## src/rtl/fmt_pkg.sv

```systemverilog
package fmt_pkg;
  typedef enum logic {
    CODE_TRUE = 1'b0,
    CODE_INV  = 1'b1
  } coding_e;
endpackage

```

## src/rtl/fmt_ctl_guard.sv

```systemverilog
module fmt_ctl_guard
  import fmt_pkg::*;
(
  input  logic    clk,
  input  logic    rst_n,
  input  logic    busy,
  input  logic    comp_sel,
  input  logic    oe_n,
  output coding_e coding,
  output logic    oe_act_n,
  output logic    ctl_err
);
  coding_e coding_q, coding_d;
  logic    oe_q, oe_d, err_q, err_d;
  logic    upd_en;

  // settings may only follow the pins outside a conversion
  assign upd_en = ~busy;

  always_comb begin
    coding_d = coding_q;
    oe_d     = oe_q;
    if (upd_en) begin
      coding_d = comp_sel ? CODE_INV : CODE_TRUE;
      oe_d     = oe_n;
    end
    err_d = busy & ((comp_sel != logic'(coding_q)) | (oe_n != oe_q));
  end

  always_ff @(posedge clk or negedge rst_n) begin
    if (!rst_n) begin
      coding_q <= CODE_INV;
      oe_q     <= 1'b1;
      err_q    <= 1'b0;
    end else begin
      coding_q <= coding_d;
      oe_q     <= oe_d;
      err_q    <= err_d;
    end
  end

  assign coding   = coding_q;
  assign oe_act_n = oe_q;
  assign ctl_err  = err_q;

  p_hold_sel_r7: assert property (@(posedge clk) disable iff (!rst_n)
    busy |=> $stable(coding_q) && $stable(oe_q));
  p_err_flag_r7: assert property (@(posedge clk) disable iff (!rst_n)
    (busy && (comp_sel != logic'(coding_q))) |=> err_q);
  p_apply_r8: assert property (@(posedge clk) disable iff (!rst_n)
    !busy |=> (logic'(coding_q) == $past(comp_sel)) && (oe_q == $past(oe_n)));
endmodule

```

## src/rtl/fmt_result_capture.sv

```systemverilog
module fmt_result_capture #(
  parameter int W = 16
) (
  input  logic         clk,
  input  logic         rst_n,
  input  logic         busy,
  input  logic [W-1:0] raw_code,
  input  logic         ovr_hi,
  input  logic         ovr_lo,
  output logic [W-1:0] code,
  output logic         ovf
);
  logic         busy_q;
  logic         cap_en;
  logic [W-1:0] code_q, code_d;
  logic         hi_q, hi_d, lo_q, lo_d;

  // capture on the sampled high-to-low step of busy
  assign cap_en = busy_q & ~busy;

  always_comb begin
    code_d = code_q;
    hi_d   = hi_q;
    lo_d   = lo_q;
    if (cap_en) begin
      hi_d = ovr_hi;
      lo_d = ovr_lo & ~ovr_hi;
      if (ovr_hi)      code_d = '1;
      else if (ovr_lo) code_d = '0;
      else             code_d = raw_code;
    end
  end

  always_ff @(posedge clk or negedge rst_n) begin
    if (!rst_n) begin
      busy_q <= 1'b0;
      code_q <= '0;
      hi_q   <= 1'b0;
      lo_q   <= 1'b0;
    end else begin
      busy_q <= busy;
      code_q <= code_d;
      hi_q   <= hi_d;
      lo_q   <= lo_d;
    end
  end

  assign code = code_q;
  assign ovf  = hi_q | lo_q;

  p_hold_code_r4: assert property (@(posedge clk) disable iff (!rst_n)
    !(busy_q && !busy) |=> $stable(code_q) && $stable(ovf));
  p_sat_hi_r5: assert property (@(posedge clk) disable iff (!rst_n)
    hi_q |-> (&code_q));
  p_sat_lo_r5: assert property (@(posedge clk) disable iff (!rst_n)
    lo_q |-> (code_q == '0));
endmodule

```

## src/rtl/fmt_code_map.sv

```systemverilog
module fmt_code_map
  import fmt_pkg::*;
#(
  parameter int W = 16
) (
  input  logic [W-1:0] code,
  input  coding_e      coding,
  input  logic         oe_act_n,
  output logic [W-1:0] dout,
  output logic [W-1:0] dout_en,
  output logic         msb_inv,
  output logic         msb_inv_en
);
  localparam int MSB = W - 1;

  assign dout       = (coding == CODE_INV) ? ~code : code;
  assign msb_inv    = ~dout[MSB];
  assign msb_inv_en = ~oe_act_n;

  for (genvar i = 0; i < W; i++) begin : g_drv
    assign dout_en[i] = ~oe_act_n;
  end

  always_comb begin
    a_drv_match_r6: assert (dout_en[0] == msb_inv_en);
  end
endmodule

```

## src/rtl/adc_code_fmt.sv

```systemverilog
module adc_code_fmt
  import fmt_pkg::*;
#(
  parameter int W = 16
) (
  input  logic         clk,
  input  logic         rst_n,
  input  logic [W-1:0] raw_code,
  input  logic         ovr_hi,
  input  logic         ovr_lo,
  input  logic         comp_sel,
  input  logic         oe_n,
  input  logic         busy,
  output logic [W-1:0] dout,
  output logic [W-1:0] dout_en,
  output logic         msb_inv,
  output logic         msb_inv_en,
  output logic         ovf,
  output logic         ctl_err
);
  coding_e      coding;
  logic         oe_act_n;
  logic [W-1:0] code;

  fmt_ctl_guard u_guard (
    .clk      (clk),
    .rst_n    (rst_n),
    .busy     (busy),
    .comp_sel (comp_sel),
    .oe_n     (oe_n),
    .coding   (coding),
    .oe_act_n (oe_act_n),
    .ctl_err  (ctl_err)
  );

  fmt_result_capture #(.W(W)) u_cap (
    .clk      (clk),
    .rst_n    (rst_n),
    .busy     (busy),
    .raw_code (raw_code),
    .ovr_hi   (ovr_hi),
    .ovr_lo   (ovr_lo),
    .code     (code),
    .ovf      (ovf)
  );

  fmt_code_map #(.W(W)) u_map (
    .code       (code),
    .coding     (coding),
    .oe_act_n   (oe_act_n),
    .dout       (dout),
    .dout_en    (dout_en),
    .msb_inv    (msb_inv),
    .msb_inv_en (msb_inv_en)
  );

  p_msb_pair_r2: assert property (@(posedge clk) disable iff (!rst_n)
    msb_inv != dout[W-1]);
  p_quiet_err_r7: assert property (@(posedge clk) disable iff (!rst_n)
    !busy |=> !ctl_err);
endmodule

```

## config.mk

```make
export PLATFORM = sky130hd
export DESIGN_NAME = adc_code_fmt
export DESIGN_NICKNAME = d
export VERILOG_FILES = /design/src/rtl/fmt_pkg.sv /design/src/rtl/fmt_ctl_guard.sv /design/src/rtl/fmt_result_capture.sv /design/src/rtl/fmt_code_map.sv /design/src/rtl/adc_code_fmt.sv
export SDC_FILE = /design/constraint.sdc
export NUM_CORES = 1
export LEC_CHECK = 0
export ABC_AREA = 1
export ABC_CLOCK_PERIOD_IN_PS = 1150
export BUFFER_PORTS_ARGS = -buffer_cell sky130_fd_sc_hd__buf_2
export CORE_ASPECT_RATIO = 0.8
export CORE_MARGIN = 2
export CORE_UTILIZATION = 40
export DETAILED_ROUTE_END_ITERATION = 8
export PLACE_DENSITY = 0.79
export RECOVER_POWER = 100
export SLEW_MARGIN = 20
export SYNTH_ARGS = -nofsm -noshare
export SYNTH_HDL_FRONTEND = slang
export SYNTH_HIERARCHICAL = 1
export SYNTH_SLANG_ARGS = --single-unit
export TNS_END_PERCENT = 100
```

## constraint.sdc

```tcl
create_clock -name clk -period 1.15 [get_ports clk]
set_input_delay 0.23 -clock clk [delete_from_list [all_inputs] [get_ports clk]]
set_output_delay 0.23 -clock clk [all_outputs]
set_load 0.1 [all_outputs]
```

==> Word level (Yosys, flattened, before mapping) <==
Cells that the tools add are included.
{ "word_totals": {"reg_bits": 22, "input_bits": 23, "out_inout_bits": 36, "word_cells": 23} }
{ "op_classes": {"n_eq_ne": 2, "mux": 4, "n_bitwise": 10} }
{ "ops": {"columns": ["operator", "count"], "rows": [
  ["16-bit 2-to-1 mux", 3],
  ["16-bit inverter", 1],
  ["1-bit inverter", 4],
  ["1-bit bitwise AND", 3],
  ["1-bit != test", 2],
  ["1-bit OR", 2],
  ["1-bit 2-to-1 mux", 1]
]} }

==> Depth between registers and ports, before layout <==
Gate-level depths: netlist (run 1).
{ "depth": {"ltp_word": 3, "depth_mapped": 6, "depth_no_buf": 5} }

==> By module <==
Netlist (run 1), hierarchy kept.
{ "modules_own_cells": {"columns": ["mod", "instances", "cells_per_inst", "area_per_inst_um2", "seq_area_each_um2"], "rows": [
  ["fmt_result_capture", 1, 115, 875.8, 475.5],
  ["fmt_code_map", 1, 88, 479.2, 0.0],
  ["fmt_ctl_guard", 1, 19, 145.1, 77.6]
]} }

==> Worst setup path before layout (run 1) <==
No wires, ideal clock.
{ "synth_timing": {"path_type": "reg2out", "from": "register u_guard.oe_q, in the netlist u_guard/oe_act_n", "to": "output port dout_en[0]", "arrival_ns": 1.618, "t_required_ns": 0.920, "path_slack_ns": -0.698, "stages_incl_launch_ff": 3, "path_buffers": 1, "cell_sequence": "dfstp_2 > inv_1 > buf_4"} }
{ "synth_between": {"elab_chain_cells": 1} }
{ "synth_lines": {"columns": ["element", "line_no", "source"], "rows": [
  ["from (decl)", "fmt_ctl_guard.sv:14", "logic oe_q, oe_d, err_q, err_d;"],
  ["from (signal assigned)", "fmt_ctl_guard.sv:33", "oe_q <= 1'b1;"],
  ["from (signal assigned)", "fmt_ctl_guard.sv:37", "oe_q <= oe_d;"],
  ["1-bit inverter", null, null],
  ["to (decl)", "adc_code_fmt.sv:15", "output logic [W-1:0] dout_en,"]
]} }
No other way between the ends.

==> Worst setup path after layout (run 1) <==
{ "layout_timing": {"from": "register u_guard.coding_q, in the netlist u_guard/coding", "to": "output port dout[13]"} }
{ "layout_between": {"elab_chain_cells": 1} }
{ "layout_lines": {"columns": ["element", "line_no", "source"], "rows": [
  ["from (decl)", "fmt_ctl_guard.sv:13", "coding_e coding_q, coding_d;"],
  ["from (signal assigned)", "fmt_ctl_guard.sv:36", "coding_q <= coding_d;"],
  ["16-bit 2-to-1 mux", "fmt_code_map.sv:16", "assign dout = (coding == CODE_INV) ? ~code : code;"],
  ["to (decl)", "adc_code_fmt.sv:14", "output logic [W-1:0] dout,"]
]} }
No other way between the ends.

==> results of run 1 <==
==> flip-flops by register name (all words and copies together) (netlist names) <==
signal	cells
u_guard/coding	1
u_cap/code	16
u_guard/oe_act_n	1
u_cap/hi_q	1
u_cap/lo_q	1
u_cap/busy_q	1
u_guard/ctl_err	1
==> repair_timing <==
action                                  4_1_cts  5_1_grt
gates resized for setup                      97       21
hold buffers                                  1        0
setup buffers                                11        5
endpoints found under the setup margin       36       37
endpoints found under the hold margin        20        0
cloned                                        4        0
pin swaps                                     7        5
==> worst max path at each step <==
stage	from	to	slack (ns)
after global routing	u_guard/coding$_DFFE_PN1N_	dout[13]	-0.64
after detailed placement	u_guard/coding$_DFFE_PN1N_	msb_inv	-0.46
final	u_guard/coding$_DFFE_PN1N_	dout[13]	-0.60
after global placement	u_guard/coding$_DFFE_PN1N_	msb_inv	-0.42
after CTS	u_guard/coding$_DFFE_PN1N_	dout[13]	-0.60
after floorplan	u_guard/oe_act_n$_DFFE_PN1N_	dout_en[0]	-0.63
==> metrics by stage <==
stage | cells | utilization | worst slack, ns
after floorplan | 222 | - | -0.631
after global placement | 322 | 0.713 | -0.419
after detailed placement | 322 | 0.713 | -0.455
after CTS | 341 | 0.873 | -0.595
after global routing | 345 | 0.901 | -0.641
final | 345 | 0.901 | -0.605
==> area by class of cell <==
type / count / area (sq um) / share of cell area
Clock buffer: 4 / 45.0 / 0.0142
Timing Repair inverter: 3 / 31.3 / 0.00986
Inverter: 27 / 124 / 0.0391
Multi-Input combinational cell: 149 / 1150 / 0.361
Timing Repair Buffer: 98 / 1220 / 0.385
Tap cell: 42 / 52.6 / 0.0166
Sequential cell: 22 / 553 / 0.174
==> critical path, stage by stage, from the launching register on <==
cell,delay (ns)
sky130_fd_sc_hd__dfstp_2,0.61
sky130_fd_sc_hd__buf_12,0.16
sky130_fd_sc_hd__buf_12,0.11
sky130_fd_sc_hd__buf_6,0.10
sky130_fd_sc_hd__nand2_4,0.06
sky130_fd_sc_hd__nand2_8,0.06
sky130_fd_sc_hd__buf_12,0.16
==> synthesized netlist by cell type <==
library cell / number
sky130_fd_sc_hd__nand2_1: 122
sky130_fd_sc_hd__inv_1: 23
sky130_fd_sc_hd__nand2_2: 21
sky130_fd_sc_hd__dfrtp_1: 20
sky130_fd_sc_hd__buf_4: 18
sky130_fd_sc_hd__buf_6: 5
sky130_fd_sc_hd__dfstp_2: 2
sky130_fd_sc_hd__inv_2: 2
sky130_fd_sc_hd__o21ai_0: 2
sky130_fd_sc_hd__o21ai_1: 2
sky130_fd_sc_hd__a21oi_2: 1
sky130_fd_sc_hd__buf_12: 1
sky130_fd_sc_hd__inv_4: 1
sky130_fd_sc_hd__inv_8: 1
sky130_fd_sc_hd__or2_2: 1
==> power by group through the flow <==
stage	combinational, mW	clock [mW]	sequential, mW
after global routing	3.47	0.561	1.01
after global placement	2.69	0	0.984
after floorplan	2.11	0	1.05
after CTS	3.21	0.510	0.980
after detailed placement	2.73	0	0.989
final	3.36	0.506	0.993
==> routing by layer <==
metal | track usage | wire length, microns | vias to the layer above
met5 | 0 | 0 | -
met3 | 0.0616 | 366 | 28
li1 | - | - | 786
met4 | 0.116 | 295 | 0
met1 | 0.327 | 2150 | 809
met2 | 0.514 | 3310 | 92
==> cells by family (layout without fill, tap and decap cells) <==
logic type,after synthesis,in the layout,synth area share
buffers and inverters,51,132,0.215
AOI/OAI and AO/OA,5,5,0.0192
and+or+nand+nor,144,144,0.397
DFF,22,22,0.369
==> metrics.sh, run 1 <==
RUN_STATUS='complete, but fails checks'
VIOLATED_CHECKS='setup timing'
EFFECTIVE_UTILIZATION_AT_FLOORPLAN=0.426
SYNTHDOMINANTCELLAREASHARE=0.334
GRT_SETUP_UNREPAIRED='yes'
COMB_POWER_SHARE=0.692
FINAL.SETUP_SKEW_NS=0.00777
HOLD_CLASS='in2reg'
POSTSYNTHCELLCOUNT=222
FINAL.FILL_COUNT=141
POST-ROUTE-PERIOD-UTIL=1.53
NUMBER_OF_GLOBAL_ROUTE_VIAS_BEFORE_REPAIR=1824
CLOCK_TREE_BUF_DEPTH=2
REG2REG_SLACK_NS=-0.33
CRIT_PATH_MAX_FANOUT=5
TIMING.CRITICAL_PATH.REQUIRED_NS=0.92
DESIGN.CORE.AREA_SQ_UM=3520
SYNTH_CELL_TYPE_COUNT=15
CRITICAL_PATH_CLASS='reg2out'
NUMBER_OF_BUFFERS_CREATED_BY_CTS=3
HOLD_WS_NS=0.195
HOLD_VIOLATIONS=0
CLKLATENCYLATEPIN_NS=0.27
LAYOUT_CELLS_SIZED_ABOVE_1=0.528
P_LEAK_nW=1.60
TOTAL_POWER_mW=4.86
VIA_PER_INST=4.97
CELL_INTERNAL_PWR_mW=2.37
SETUP_SLACK_NS=-0.605
GLOBALPLACE.CONGESTION=0.782
CLKSINKCOUNT=22
DETAILEDROUTE.FIRSTITERATIONVIOLATIONS=102
CRIT-REG2REG-CAPTURE='u_guard/ctl_err$_DFF_PN0_'
NUMBER_OF_ANTENNA_VIOLATIONS_AT_THE_FIRST_CHECK_IN_GLOBAL_ROUTING=0
R2R.WORST_PATH.CELLS=9
TIMING.SETUP.TNS_NS=-17.51
HP-START='comp_sel'
YOSYS.AREA.TOP_TYPE='sky130_fd_sc_hd__dfrtp_1'
STARTPOINT_OF_THE_LOWEST_SLACK_REGISTER_TO_REGISTER_PATH='u_guard/coding$_DFFE_PN1N_'
FLOORPLAN.ROWS=19
DESIGN.FINAL.NETS=327
AVGROUTEDWIREPERCELL_MICRONS=17.8
POWER_SWITCHING_SHARE=0.513
TIMING.FINAL.CRIT_PERIOD_NS=1.75
VIA_COUNT=1715
GLOBAL_ROUTE_WIRE_LENGTH_BEFORE_REPAIR_MICRONS=9070
TIMING.FMAX_MHz=570
WHS_PATH_DEPTH=3
POWER_FRAC_SEQ=0.204
DETAILED_PLACE.AREA_SQ_UM=2510
POST_SYNTH_INSTANCE_AREA_SQ_UM=1500
DRT_DRC_VIOLATIONS_LEFT=0
DRV.MAX_CAP_VIOLATION_COUNT=0
ROOT_BUFFER='sky130_fd_sc_hd__clkbuf_8'
PWR-SHARE-CLK=0.104
WORSTMARGINPINSLEW_NS=0.570
YS_SEQ_ELEMENTS=22
WORST_SETUP_HOLD_PATH_CLK_SLEW_NS=0.07
WORSTSETUPSTARTPOINTTYPE='register'
HOLD_PATH_END='u_guard/coding$_DFFE_PN1N_'
DIE_W_MICRONS=72.5
WORSTPATHARRIVAL_NS=1.52
CRIT_PATH_END_KIND='output pin'
SEQ_AREA_FRAC_SYNTH=0.369
MAPPEDNETLISTNETS=245
DRT_FIRST_PASS_ITERS=4
FINAL_CELL_MIX='94 x sky130_fd_sc_hd__nand2_1, 37 x sky130_fd_sc_hd__buf_12, 29 x sky130_fd_sc_hd__nand2_8'
CTS_TREE='yes'
FINALWIRELENGTH_MICRONS=6130
FINALSETUPVIOLATIONS=39
SYNTH.AVG_CELL_AREA_SQ_UM=6.76
DIE-HEIGHT_MICRONS=58.8
LAYOUT.CELLS.MOST_COMMON='sky130_fd_sc_hd__nand2_1'
SYNTH_AREA_LEADERS='sky130_fd_sc_hd__dfrtp_1 33%, sky130_fd_sc_hd__nand2_1 31%, sky130_fd_sc_hd__buf_4 9.0%'
TOTAL_SWITCHING_POWER_mW=2.49
N_ANTENNA_CELL=0
DIEAREA_SQ_UM=4260
GRT_START_MAX_NET_PINS=23
DP.FINAL_HPWL_MICRONS=2770
DESIGN_AREA_SQ_UM=3170
POWER.IR.VDD_WORST_uV=1330
BOUNDARYPINS=59
AREA_OVERHEAD_VS_SYNTH_PCT=111
GRT-OVFL-TOTAL=0
IO_BUFFER_COUNT=58
POWER_DENSITY_nW_PER_UM2=1530
HTREEDEPTH=1
FINAL_ANTENNA_NET_COUNT=0
YOSYS_WARNINGS=6
OVERALL_FRACTION_OF_GLOBAL_ROUTE_TRACKS_IN_USE=0.284
SLEW_HEADROOM=0.620
MAXSLEWVIOLCOUNT=0
(Power assumes the default switching activity.)
==> inputs of run 2 (changes only) <==
--- a/config.mk
+++ b/config.mk
@@ -11,7 +11,9 @@
 export CORE_ASPECT_RATIO = 0.8
 export CORE_MARGIN = 2
 export CORE_UTILIZATION = 40
+export CTS_CLUSTER_DIAMETER = 150
 export DETAILED_ROUTE_END_ITERATION = 8
+export MAX_ROUTING_LAYER = met4
 export PLACE_DENSITY = 0.79
 export RECOVER_POWER = 100
 export SLEW_MARGIN = 20
==> run 2 against run 1 <==
  * The flow still finishes with violations (setup timing)
  * Highest routed layer unchanged
  * Critical path depth is the same
  * Sequential share of layout area shrank 0.12 points
  * Worst setup slack gained 0.0031 ns
  * Via count grew 5.8%
==> metrics.sh, run 2 (same netlist as run 1, synthesis figures left out) <==
MAXSLEWVIOLCOUNT=0  # unchanged
DETAILEDROUTE.FIRSTITERATIONVIOLATIONS=133  # was 102
VIA_COUNT=1814  # was 1715
FINAL_CORE_UTILIZATION=0.908  # was 0.901
POWER.IR.VDD_WORST_uV=1340  # was 1330 uV
POWER_DENSITY_nW_PER_UM2=1540  # was 1530 nW/um^2
GLOBALPLACE.CONGESTION=0.793  # was 0.782
COMB_POWER_SHARE=0.693  # was 0.692
TOTAL_SWITCHING_POWER_mW=2.53  # was 2.49 mW
CLKSINKCOUNT=22  # unchanged
FLOORPLAN.ROWS=19  # unchanged
CRITICAL_PATH_CLASS='reg2out'  # unchanged
DRV.MAX_CAP_VIOLATION_COUNT=0  # unchanged
TIMING.CRITICAL_PATH.FROM='u_guard/coding$_DFFE_PN1N_'  # unchanged
DESIGN.CORE.AREA_SQ_UM=3520  # unchanged
TIMING.SETUP.TNS_NS=-17.56  # was -17.51 ns
AVGROUTEDWIREPERCELL_MICRONS=19.3  # was 17.8 microns
TIMING.FMAX_MHz=571  # was 570 MHz
VIOLATED_CHECKS='setup timing'  # unchanged
GRT-OVFL-TOTAL=0  # unchanged
NUMBER_OF_GLOBAL_ROUTE_VIAS_BEFORE_REPAIR=1833  # was 1824
DESIGN_AREA_SQ_UM=3190  # was 3170 sq um
FINAL.FILL_COUNT=131  # was 141
CTS_TREE='yes'  # unchanged
WORSTPATHARRIVAL_NS=1.52  # about the same
POWER_FRAC_SEQ=0.205  # was 0.204
FINAL_ANTENNA_NET_COUNT=0  # unchanged
DRT_DRC_VIOLATIONS_LEFT=0  # unchanged
AREA_OVERHEAD_VS_SYNTH_PCT=113  # was 111%
CRIT_PATH_FREQUENT_CELL='sky130_fd_sc_hd__buf_12'  # unchanged
GLOBAL_ROUTE_WIRE_LENGTH_BEFORE_REPAIR_MICRONS=9070  # about the same
CLOCK_TREE_BUF_DEPTH=2  # unchanged
WHS_PATH_DEPTH=3  # unchanged
WORSTMARGINPINSLEW_NS=0.574  # was 0.570 ns
DRT_FIRST_PASS_ITERS=4  # unchanged
FINALWIRELENGTH_MICRONS=6640  # was 6130 microns
WORST_SETUP_HOLD_PATH_CLK_SLEW_NS=0.07  # about the same
HOLD_PATH_END='u_guard/coding$_DFFE_PN1N_'  # unchanged
NUMBER_OF_BUFFERS_CREATED_BY_CTS=3  # unchanged
POWER_SWITCHING_SHARE=0.516  # was 0.513
DP.FINAL_HPWL_MICRONS=2770  # unchanged
FINALSETUPVIOLATIONS=41  # was 39
CPPEAKSTAGEDELAY_NS=0.60  # was 0.61 ns
HTREEDEPTH=1  # unchanged
CRIT_PATH_END_KIND='output pin'  # unchanged
BOUNDARYPINS=59  # unchanged
CRITICAL-PATH-TOP-DELAY-FAMILY='flip-flops'  # unchanged
HOLD_VIOLATIONS=0  # unchanged
OVERALL_FRACTION_OF_GLOBAL_ROUTE_TRACKS_IN_USE=0.292  # was 0.284
P_LEAK_nW=1.60  # about the same
CRIT_PATH_MAX_FANOUT=5  # unchanged
TIMING.FINAL.CRIT_PERIOD_NS=1.75  # about the same
CRIT-REG2REG-CAPTURE='u_guard/ctl_err$_DFF_PN0_'  # unchanged
DIE_W_MICRONS=72.5  # unchanged
FINAL_CELL_MIX='94 x sky130_fd_sc_hd__nand2_1, 38 x sky130_fd_sc_hd__buf_12, 31 x sky130_fd_sc_hd__nand2_8'  # was 94 x sky130_fd_sc_hd__nand2_1, 37 x sky130_fd_sc_hd__buf_12, 29 x sky130_fd_sc_hd__nand2_8
FINAL.SETUP_SKEW_NS=0.0109  # was 0.00777 ns
FIN_CELLS=345  # unchanged
CRIT_CHAIN='buf_12 -> buf_12 -> buf_6 -> nand2_4 -> nand2_8 -> buf_12'  # unchanged
DETAILED_PLACE.AREA_SQ_UM=2510  # unchanged
DESIGN.FINAL.NETS=327  # unchanged
STARTPOINT_OF_THE_LOWEST_SLACK_REGISTER_TO_REGISTER_PATH='u_guard/coding$_DFFE_PN1N_'  # unchanged
R2R.WORST_PATH.CELLS=9  # unchanged
LARGEST_REGISTER_FFS=16  # unchanged
TOTAL_POWER_mW=4.91  # was 4.86 mW
N_ANTENNA_CELL=0  # unchanged
HP-START='comp_sel'  # unchanged
CLKLATENCYLATEPIN_NS=0.27  # about the same
GRT_START_MAX_NET_PINS=23  # unchanged
IO_BUFFER_COUNT=58  # unchanged
TIMING.CRITICAL_PATH.REQUIRED_NS=0.92  # about the same
RUN_STATUS='complete, but fails checks'  # unchanged
NUMBER_OF_ANTENNA_VIOLATIONS_AT_THE_FIRST_CHECK_IN_GLOBAL_ROUTING=0  # unchanged
DIE-HEIGHT_MICRONS=58.8  # unchanged
WORSTSETUPSTARTPOINTTYPE='register'  # unchanged
EFFECTIVE_UTILIZATION_AT_FLOORPLAN=0.426  # unchanged
HOLD_CLASS='in2reg'  # unchanged
CRIT_PATH_TOP_DELAY_CELL='sky130_fd_sc_hd__dfstp_2'  # unchanged
ROOT_BUFFER='sky130_fd_sc_hd__clkbuf_8'  # unchanged
DIEAREA_SQ_UM=4260  # unchanged
HOLD_WS_NS=0.208  # was 0.195 ns
CP.BUFFERS_INVERTERS=4  # unchanged
GRT_SETUP_UNREPAIRED='yes'  # unchanged
POST-PLACE-CELLS=322  # unchanged
POST-ROUTE-PERIOD-UTIL=1.52  # was 1.53
SETUP_SLACK_NS=-0.602  # was -0.605 ns
VIA_PER_INST=5.26  # was 4.97
PWR-SHARE-CLK=0.103  # was 0.104
CELL_INTERNAL_PWR_mW=2.38  # was 2.37 mW
SLEW_HEADROOM=0.617  # was 0.620
LAYOUT_CELLS_SIZED_ABOVE_1=0.528  # unchanged
REG2REG_SLACK_NS=-0.32  # was -0.33 ns
LAYOUT.CELLS.MOST_COMMON='sky130_fd_sc_hd__nand2_1'  # unchanged
DP_SLACK_NS=-0.455  # unchanged
[run 2: cell types whose count changed in the layout (fill, tap and decap cells not counted)]
| cell | change |
|---|---|
| sky130_fd_sc_hd__nand2_8 | +2 |
| sky130_fd_sc_hd__buf_12 | +1 |
| sky130_fd_sc_hd__nand2_4 | -2 |
| sky130_fd_sc_hd__buf_8 | -1 |
[run 2: repair_timing]
item | in CTS | in global routing
endpoints found under the setup margin | 36 | 37
pin swaps | 7 | 5
gates cloned | 4 | 0
hold buffers | 1 | 0
setup buffers | 11 | 5
hold endpoints to repair | 20 | 0
resized for setup | 97 | 24
[run 2: tightest hold or removal path: stages]
cell	delay [ns]
sky130_fd_sc_hd__buf_2	0.11
sky130_fd_sc_hd__inv_1	0.07
sky130_fd_sc_hd__o21ai_1	0.07
[run 2: power by group through the flow]
stage | Clock [mW] | Combinational [mW] | Sequential (mW)
finish | 0.504 | 3.40 | 1.00
detailed placement | 0 | 2.73 | 0.989
CTS | 0.510 | 3.21 | 0.980
global placement | 0 | 2.69 | 0.984
global route | 0.559 | 3.50 | 1.02
floorplan | 0 | 2.11 | 1.05
[run 2: layout make-up]
cell class              count  area [sq um]  share of cell area
clock buffers               4          45.0              0.0141
flip-flops and latches     22           553               0.173
repair inverters            3          31.3             0.00979
inverters                  27           124              0.0388
well taps                  42          52.6              0.0165
repair buffers             98          1220               0.383
multi-input cells         149          1160               0.364
[run 2: how the worst max path moves through the flow]
| stage | endpoint | slack (ns) | cells after the start |
|---|---|---|---|
| 6_report | dout[13] | -0.60 | 6 |
| 5_1_grt | dout[13] | -0.64 | 6 |
| 4_1_cts | dout[13] | -0.60 | 6 |
| 3_5_place_dp | msb_inv | -0.46 | 5 |
| 3_3_place_gp | msb_inv | -0.42 | 5 |
| 2_1_floorplan | dout_en[0] | -0.63 | 2 |
[run 2: per-layer routing]
metal  vias to the layer above  part of all wire  global-route usage
met2                       137              0.55               0.515
li1                        788                 -                   -
met1                       848              0.33               0.330
met3                        41             0.075              0.0531
met5                         -                 0                   -
met4                         0             0.054               0.116
==> inputs of run 3 (changes only) <==
--- a/config.mk
+++ b/config.mk
@@ -6,7 +6,7 @@
 export NUM_CORES = 1
 export LEC_CHECK = 0
 export ABC_AREA = 1
-export ABC_CLOCK_PERIOD_IN_PS = 1150
+export ABC_CLOCK_PERIOD_IN_PS = 2300
 export BUFFER_PORTS_ARGS = -buffer_cell sky130_fd_sc_hd__buf_2
 export CORE_ASPECT_RATIO = 0.8
 export CORE_MARGIN = 2
@@ -14,7 +14,7 @@
 export CTS_CLUSTER_DIAMETER = 150
 export DETAILED_ROUTE_END_ITERATION = 8
 export MAX_ROUTING_LAYER = met4
-export PLACE_DENSITY = 0.79
+export PLACE_DENSITY_LB_ADDON = 0.08
 export RECOVER_POWER = 100
 export SLEW_MARGIN = 20
 export SYNTH_ARGS = -nofsm -noshare
==> constraint.sdc (replaced) <==
create_clock -name clk -period 2.3 [get_ports clk]
set_input_delay 0.46 -clock clk [delete_from_list [all_inputs] [get_ports clk]]
set_output_delay 0.46 -clock clk [all_outputs]
set_load 0.1 [all_outputs]
==> run 3 against run 2 <==
  * The run now ends clean
  * Critical path depth shrank 3
  * Global-route usage is 14 points lower
  * Clock power is 47% lower
  * Power fell by 66%
  * Non-clock buffer count is 40 lower
  * Combinational power fell by 74%
  * Cell area decreased by 47%
  * Hold slack better by 0.20 ns
  * Die area did not move
  * Critical path type unchanged
  * Largest cell class is now multi-input gates
==> metrics.sh, run 3 (same netlist as run 1, synthesis figures left out) <==
RUN_STATUS='complete, no violations'  # was complete, but fails checks
CRITICAL_PATH_CLASS='reg2out'  # unchanged
DIE-HEIGHT_MICRONS=58.8  # unchanged
CLKLATENCYLATEPIN_NS=0.26  # was 0.27 ns
EFFECTIVE_UTILIZATION_AT_FLOORPLAN=0.426  # unchanged
TIMING.SETUP.TNS_NS=0  # was -17.56 ns
CRIT_PATH_TOP_DELAY_CELL='sky130_fd_sc_hd__dfstp_2'  # unchanged
CLOCK_TREE_BUF_DEPTH=2  # unchanged
AREA_OVERHEAD_VS_SYNTH_PCT=12.0  # was 113%
GRT-OVFL-TOTAL=0  # unchanged
DIEAREA_SQ_UM=4260  # unchanged
FINAL_CELL_MIX='123 x sky130_fd_sc_hd__nand2_1, 33 x sky130_fd_sc_hd__buf_2, 23 x sky130_fd_sc_hd__inv_1'  # was 94 x sky130_fd_sc_hd__nand2_1, 38 x sky130_fd_sc_hd__buf_12, 31 x sky130_fd_sc_hd__nand2_8
POWER_DENSITY_nW_PER_UM2=981  # was 1540 nW/um^2
POST-CTS-SETUP-BUFFER-COUNT=0  # was 11
CLKSINKCOUNT=22  # unchanged
TIMING.FMAX_MHz=458
GLOBALPLACE.CONGESTION=0.722  # was 0.793
NUMBER_OF_BUFFERS_CREATED_BY_CTS=3  # unchanged
FINAL_ANTENNA_NET_COUNT=0  # unchanged
FIN_CELLS=302  # was 345
BOUNDARYPINS=59  # unchanged
DRV.MAX_CAP_VIOLATION_COUNT=0  # unchanged
LARGEST_REGISTER_FFS=16  # unchanged
POST-PLACE-CELLS=298  # was 322
CRIT_CHAIN='nand2_1 -> nand2_2 -> clkbuf_2'  # was buf_12 -> buf_12 -> buf_6 -> nand2_4 -> nand2_8 -> buf_12
CRIT_PATH_MAX_FANOUT=21  # was 5
LAYOUT.CELLS.MOST_COMMON='sky130_fd_sc_hd__nand2_1'  # unchanged
FINALSETUPVIOLATIONS=0  # was 41
WORSTSETUPSTARTPOINTTYPE='register'  # unchanged
CRIT_PATH_END_KIND='output pin'  # unchanged
DP_SLACK_NS=0.417  # was -0.455 ns
CRITICAL-PATH-TOP-DELAY-FAMILY='flip-flops'  # unchanged
AVGROUTEDWIREPERCELL_MICRONS=9.25  # was 19.3 microns
FINAL.SETUP_SKEW_NS=0.00321  # was 0.0109 ns
HTREEDEPTH=1  # unchanged
NUMBER_OF_GLOBAL_ROUTE_VIAS_BEFORE_REPAIR=1138  # was 1833
CP.BUFFERS_INVERTERS=1  # was 4
DRT_DRC_VIOLATIONS_LEFT=0  # unchanged
TIMING.CRITICAL_PATH.REQUIRED_NS=1.84  # was 0.92 ns
FINALWIRELENGTH_MICRONS=2790  # was 6640 microns
DETAILEDROUTE.FIRSTITERATIONVIOLATIONS=56  # was 133
POST-ROUTE-PERIOD-UTIL=0.948
TIMING.FINAL.CRIT_PERIOD_NS=2.18
POST_CTS_GATE_RESIZE_COUNT=0  # was 97
WORST_SETUP_HOLD_PATH_CLK_SLEW_NS=0.07  # about the same
CTS_TREE='yes'  # unchanged
GLOBAL_ROUTE_WIRE_LENGTH_BEFORE_REPAIR_MICRONS=4970  # was 9070 microns
DESIGN.CORE.AREA_SQ_UM=3520  # unchanged
VIA_COUNT=1292  # was 1814
LAYOUT_CELLS_SIZED_ABOVE_1=0.331  # was 0.528
HOLD_WS_NS=0.412  # was 0.208 ns
FLOORPLAN.ROWS=19  # unchanged
CPPEAKSTAGEDELAY_NS=0.82  # was 0.60 ns
DIE_W_MICRONS=72.5  # unchanged
VIA_PER_INST=4.28  # was 5.26
DP.FINAL_HPWL_MICRONS=2030  # was 2770 microns
WORSTMARGINPINSLEW_NS=1.16  # was 0.574 ns
GRT_SETUP_UNREPAIRED='no'  # was yes
HOLD_VIOLATIONS=0  # unchanged
HOLD_CLASS='in2async'  # was in2reg
N_ANTENNA_CELL=0  # unchanged
TOTAL_POWER_mW=1.65  # was 4.91 mW
CTS-HOLD-FIX-BUFFERS=0  # was 1
NUMBER_OF_ANTENNA_VIOLATIONS_AT_THE_FIRST_CHECK_IN_GLOBAL_ROUTING=0  # unchanged
OVERALL_FRACTION_OF_GLOBAL_ROUTE_TRACKS_IN_USE=0.151  # was 0.292
GRT_START_MAX_NET_PINS=23  # unchanged
MAXSLEWVIOLCOUNT=0  # unchanged
WORSTPATHARRIVAL_NS=1.72  # was 1.52 ns
DESIGN.FINAL.NETS=284  # was 327
P_LEAK_nW=1.06  # was 1.60 nW
IO_BUFFER_COUNT=58  # unchanged
SLEW_HEADROOM=0.225  # was 0.617
DRT_FIRST_PASS_ITERS=4  # unchanged
POWER.IR.VDD_WORST_uV=680  # was 1340 uV
ROOT_BUFFER='sky130_fd_sc_hd__clkbuf_8'  # unchanged
SETUP_SLACK_NS=0.119  # was -0.602 ns
run 3: changes by cell type in the layout (fill, tap and decap cells not counted), sizes merged:
cell         before  now
clkbuf            6   29
buf              95   33
dlygate4sd3       1    0
clkinvlp          3    0
run 3: worst paths after layout:
check | start | end | slack, ns | depth (start not counted)
hold / removal | rst_n | u_cap/lo_q$_DFFE_PN0P_ | 0.41 | 1
setup / recovery | u_guard/coding$_DFFE_PN1N_ | dout[14] | 0.12 | 3
setup reg to reg | u_cap/busy_q$_DFF_PN0_ | u_cap/code[3]$_DFFE_PN0P_ | 0.89 | 4
min in group clk | busy | u_cap/busy_q$_DFF_PN0_ | 0.42 | 1
hold reg to reg | u_cap/lo_q$_DFFE_PN0P_ | u_cap/lo_q$_DFFE_PN0P_ | 0.49 | 2
max in group asynchronous | rst_n | u_cap/code[1]$_DFFE_PN0P_ | 1.20 | 1
run 3: report_power, final:
group          leakage, nW  total [mW]  switching [mW]  internal [mW]
Clock               0.0288       0.269           0.116          0.152
Sequential           0.263       0.486          0.0490          0.437
Combinational        0.765       0.895           0.760          0.135
run 3: area by class of cell:
cell class	count	area [sq um]
Inverter	27	111
Tap cell	42	52.6
Sequential cell	22	553
Fill cell	388	1840
Timing Repair Buffer	58	287
Multi-Input combinational cell	149	622
Clock buffer	4	55.1
run 3: worst register-to-register path: stages, from the launching register on:
cell                      delay [ns]
sky130_fd_sc_hd__dfrtp_1        0.36
sky130_fd_sc_hd__nand2_1        0.56
sky130_fd_sc_hd__inv_4          0.21
sky130_fd_sc_hd__nand2_1        0.12
sky130_fd_sc_hd__nand2_1        0.06
run 3: layer usage:
layer / track usage / up-vias / share of wire
met5: - / - / 0
met4: 0.00794 / 0 / 0
met3: 0.0411 / 0 / 0.066
met2: 0.237 / 40 / 0.42
met1: 0.208 / 551 / 0.51
li1: - / 701 / -
run 3: through the flow:
step            util  instance area, sq um
4_1_cts        0.479                  1690
3_5_place_dp   0.464                  1630
2_1_floorplan      -                  1500
6_report       0.478                  1680
3_3_place_gp   0.464                  1630
5_1_grt        0.478                  1680
